File: src/rtl/irq_funnel.sv
module irq_funnel #(
  parameter int LINES  = 16,
  parameter int STAT_W = 18,
  parameter int AW     = 5
) (
  input  logic              clk,
  input  logic              rst_n,
  input  logic [AW-1:0]     addr,
  input  logic [31:0]       wdata,
  input  logic              wr_en,
  input  logic              rd_en,
  output logic [31:0]       rdata,
  input  logic [LINES-1:0]  irq_in,
  output logic              irq_out
);
  localparam logic [AW-1:0] A_CTRL = AW'(5'h00);
  localparam logic [AW-1:0] A_ENA  = AW'(5'h04);
  localparam logic [AW-1:0] A_STAT = AW'(5'h08);
  localparam logic [AW-1:0] A_CLR  = AW'(5'h0C);
  localparam logic [AW-1:0] A_POL  = AW'(5'h10);

  logic              ctrl_en, ctrl_edge;
  logic [LINES-1:0]  enable, polarity;
  logic [STAT_W-1:0] status, status_set, clr_mask;
  logic [LINES-1:0]  sync1, sync2, act, act_d, rise;
  logic              unused_bits;

  assign unused_bits = ^{wdata[29:STAT_W]};

  always_ff @(posedge clk or negedge rst_n)
    if (!rst_n) begin
      sync1 <= '0;
      sync2 <= '0;
      act_d <= '0;
    end else begin
      sync1 <= irq_in;
      sync2 <= sync1;
      act_d <= act;
    end

  assign act  = sync2 ~^ polarity;
  assign rise = act & ~act_d;

  always_comb begin
    status_set = '0;
    if (ctrl_en) status_set[LINES-1:0] = ctrl_edge ? rise : act;
  end

  assign clr_mask = (wr_en && addr == A_CLR) ? wdata[STAT_W-1:0] : '0;

  always_ff @(posedge clk or negedge rst_n)
    if (!rst_n) begin
      ctrl_en   <= 1'b0;
      ctrl_edge <= 1'b0;
      enable    <= '0;
      polarity  <= '0;
      status    <= '0;
    end else begin
      if (wr_en && addr == A_CTRL) begin
        ctrl_en   <= wdata[31];
        ctrl_edge <= wdata[30];
      end
      if (wr_en && addr == A_ENA) enable   <= wdata[LINES-1:0];
      if (wr_en && addr == A_POL) polarity <= wdata[LINES-1:0];
      status <= (status | status_set) & ~clr_mask;
    end

  always_comb begin
    rdata = '0;
    if (rd_en)
      case (addr)
        A_CTRL: rdata = {ctrl_en, ctrl_edge, 30'd0};
        A_ENA:  rdata[LINES-1:0]  = enable;
        A_STAT: rdata[STAT_W-1:0] = status;
        A_POL:  rdata[LINES-1:0]  = polarity;
        default: rdata = '0;
      endcase
  end

  assign irq_out = |(enable & status[LINES-1:0]);

  AST_HOLD_WHEN_OFF: assert property (@(posedge clk) disable iff (!rst_n)
    !ctrl_en |=> ((status & ~$past(status)) == '0));
  AST_CLEAR_TAKES: assert property (@(posedge clk) disable iff (!rst_n)
    (wr_en && addr == A_CLR) |=> ((status & $past(wdata[STAT_W-1:0])) == '0));
  AST_OUT_NEEDS_MASK: assert property (@(posedge clk) disable iff (!rst_n)
    irq_out |-> (enable != '0));
  AST_STAT_UPPER_ZERO: assert property (@(posedge clk) disable iff (!rst_n)
    (rd_en && addr == A_STAT) |-> (rdata[31:STAT_W] == '0));
endmodule

File: config.mk
export PLATFORM = sky130hd
export DESIGN_NAME = irq_funnel
export DESIGN_NICKNAME = d
export VERILOG_FILES = /design/src/rtl/irq_funnel.sv
export SDC_FILE = /design/constraint.sdc
export NUM_CORES = 1
export LEC_CHECK = 0
export ABC_AREA = 1
export BUFFER_PORTS_ARGS = -buffer_cell sky130_fd_sc_hd__buf_2
export CAP_MARGIN = 20
export CORE_ASPECT_RATIO = 1.5
export CORE_MARGIN = 2
export CORE_UTILIZATION = 59
export DETAILED_ROUTE_END_ITERATION = 7
export HOLD_SLACK_MARGIN = 0.03
export PLACE_DENSITY = 0.81
export SETUP_SLACK_MARGIN = 0.4
export SYNTH_ARGS = -nofsm -noshare
export SYNTH_HDL_FRONTEND = slang
export SYNTH_SLANG_ARGS = --single-unit
File: constraint.sdc
create_clock -name clk -period 4.65 [get_ports clk]
set_clock_uncertainty 0.15 [all_clocks]
set_input_delay 1.395 -clock clk [delete_from_list [all_inputs] [get_ports clk]]
set_output_delay 1.395 -clock clk [all_outputs]
set_load 0.01 [all_outputs]
==> flow_summary.ini <==
[floorplan]
die-area_um2 = 8420
fp.dieH_um = 111
initial_core_util_pct = 60.3
boundaryPins = 90
die_w_um = 75.6
core_area_um2 = 7510
num_rows = 39

[cells_and_area]
area_delta_synth_final_pct = 14.2
fin_cells = 683
nNetsFinal = 633
diodes = 0
drive_gt1_share_pct = 17.7
final_util_pct = 68.9
design_area_um2 = 5180

[synth]
syn_area_per_cell_um2 = 8.80
synth_cell_type_count = 27
async_flop_share_pct = 100
ys_top_cells_by_area = dfrtp_1 55%, nand2_1 12%, nand4_1 7.2%, inv_1 5.9%, o21ai_0 3.5%
synth_edf_count = 0
synth_warnings = 0
synthDominantCellAreaShare_pct = 55.2
synthFlopType = dfrtp_1
yosysSeqAreaShare_pct = 55.2
yosysTopAreaCell = dfrtp_1
synth_seq_cells = 100
synth_cells = 515
synth_area_um2 = 4530

[routing]
drt_iter0_drc = 340
wirelength_um = 10800
via_per_inst = 5.50
drtPass1Iterations = 5
vias = 3759
routedWlPerCell_um = 15.7
drc = 0
antenna_left = 0

[grt]
grt_util_all_layers_pct = 27.6
grt_pass1_wl_um = 17400
met1_usage_pct = 36.9
grt_max_degree = 42
grt_pass1_vias = 3765
grt.met3_usage_pct = 4.98
antenna_found_initial = 0
busiest_layer = met2
use_met2_pct = 41.3
grt-ovfl-total = 0

[timing]
fmax_mhz = 242
slew_headroom_pct = 41.9
hold_violations = 0
report.final.setup_viol = 0
fin_ws_ns = 0.515
fin_setup_tns_ns = 0
rsz0062_at_grt = false
fin_crit_sh_pct = 88.9
worstMarginPinSlew_ns = 0.869
period_minus_slack_ns = 4.14
slew_violations = 0

[placement]
placed_cells = 667
place_area_um2 = 4910
portBuffers = 65
dp_hpwl_um = 6680
dp_slack_ns = 0.543
gp_congestion = 0.788

[flow_run]
maxCapViolations = 0

[setup_path]
cp_common_cell = buf_2
critPathKind = input pin to output pin
cp.required_ns = 3.11
critPathSlowestCell = inv_2
crit_fanout = 19
slowest_delay_ns = 0.34
crit_chain = buf_2 > inv_2 > nor2_2 > buf_4 > nand4_1 > nand3_1 > nand2_1 > inv_1 > buf_2
cp-start-kind = input pin
cp.arrival_ns = 2.59
end_kind = output pin

[clock_network]
htree_levels = 3
cts_setup_buffers = 0
post_cts_resized = 0
clk_pin_slew_ns = 0.06
cts_tree = done
cts_root_buffer = clkbuf_16
cts.sinks = 100
cts-buffers-inserted = 9
clkLatencyLatePin_ns = 0.34
ctsLongestPathBuffers = 2
hold_buffers = 0

[power]
ir_drop_mv = 0.284
p_switching_uw = 617
p_sw_share_pct = 29.0
p_int_uw = 1510
clkPwrFrac_pct = 32.1
powerDensity_nw_per_um2 = 411
power_leakage_uw = 0.00276
pwr-share-comb_pct = 16.1
seqPwrFrac_pct = 51.8

[outcome]
outcome = finished, final reports clean

[worst_hold_path]
hp-class = flop to flop
==> power groups by stage <==
stage	Sequential (uW)	Clock, uW	Combinational, uW
2_1_floorplan	1090	0	238
3_3_place_gp	1110	0	323
3_5_place_dp	1110	0	339
4_1_cts	1100	691	343
5_1_grt	1120	726	394
6_report	1100	683	343
==> per-layer routing <==
metal	wire length (um)	up-vias	part of all wire (%)
met4	378	0	3.5
met3	716	44	6.7
met5	0	-	0
met1	4270	1797	40
li1	-	1742	-
met2	5390	176	50
==> path summary, 6_finish.rpt <==
kind | from | to | slack [ns] | depth (start not counted)
max | addr[3] | rdata[14] | 0.51 | 9
max reg2reg | ctrl_edge | status[6] | 3.41 | 6
min reg2reg | sync1[11] | sync2[11] | 0.20 | 0
max in group asynchronous | rst_n | polarity[14] | 2.69 | 2
min in group asynchronous | rst_n | sync2[2] | 0.87 | 1
min | sync1[11] | sync2[11] | 0.20 | 0
==> logic make-up (layout without fill, tap and decap cells) <==
group | after synthesis | count (layout) | share of synthesized area (%)
simple gates | 233 | 233 | 24.1
buf+inv | 112 | 167 | 10.9
compound gates | 53 | 53 | 6.68
flops | 100 | 100 | 55.2
xor+xnor | 16 | 16 | 3.09
other cells | 1 | 12 | 0.0827
==> layout make-up <==
class / count / area [um2]
Multi-Input combinational cell: 314 / 1590
Tap cell: 102 / 128
Timing Repair Buffer: 76 / 410
Inverter: 75 / 282
Clock inverter: 5 / 27.5
Sequential cell: 100 / 2500
Clock buffer: 11 / 243
Fill cell: 628 / 2340
==> worst max-delay path, delay by kind of cell <==
family / cells / cell delay [ns]
buffers and inverters: 5 / 0.85
AND/OR/NAND/NOR: 4 / 0.35
==> state kept, by name, summed over array words and instances, names as in the netlist <==
register and flops:
act_d 16, enable 16, ctrl_edge 1, polarity 16, status 18, sync2 16
sync1 16, ctrl_en 1
==> Yosys cell counts (4+ instances only) <==
cell      instances
buf_4            14
nand4_1          52
nand2_1         148
clkbuf_1         10
buf_2            10
inv_1            71
o21ai_0          32
dfrtp_1         100
xor2_1           16
nand3_1          18
o21ai_1           4
o21bai_1         15
==> through the flow <==
step | total power, uW | hold WS, ns
after floorplan | 1330 | 0.181
after global placement | 1430 | 0.183
after detailed placement | 1450 | 0.185
after CTS | 2140 | 0.199
after global routing | 2240 | 0.206
final | 2130 | 0.197
==> cells in the final DEF (no fill, tap or decap), drive strengths merged <==
cell type / count
nand2: 149
dfrtp: 100
buf: 76
inv: 74
nand4: 53
o21ai: 36
nand3: 19
xor2: 16
o21bai: 15
conb: 12
clkbuf: 11
nor2: 8
clkinv: 5
nor3: 4
a21oi: 2
clkinvlp: 1
No activity file was read; power rests on OpenSTA's default activity.
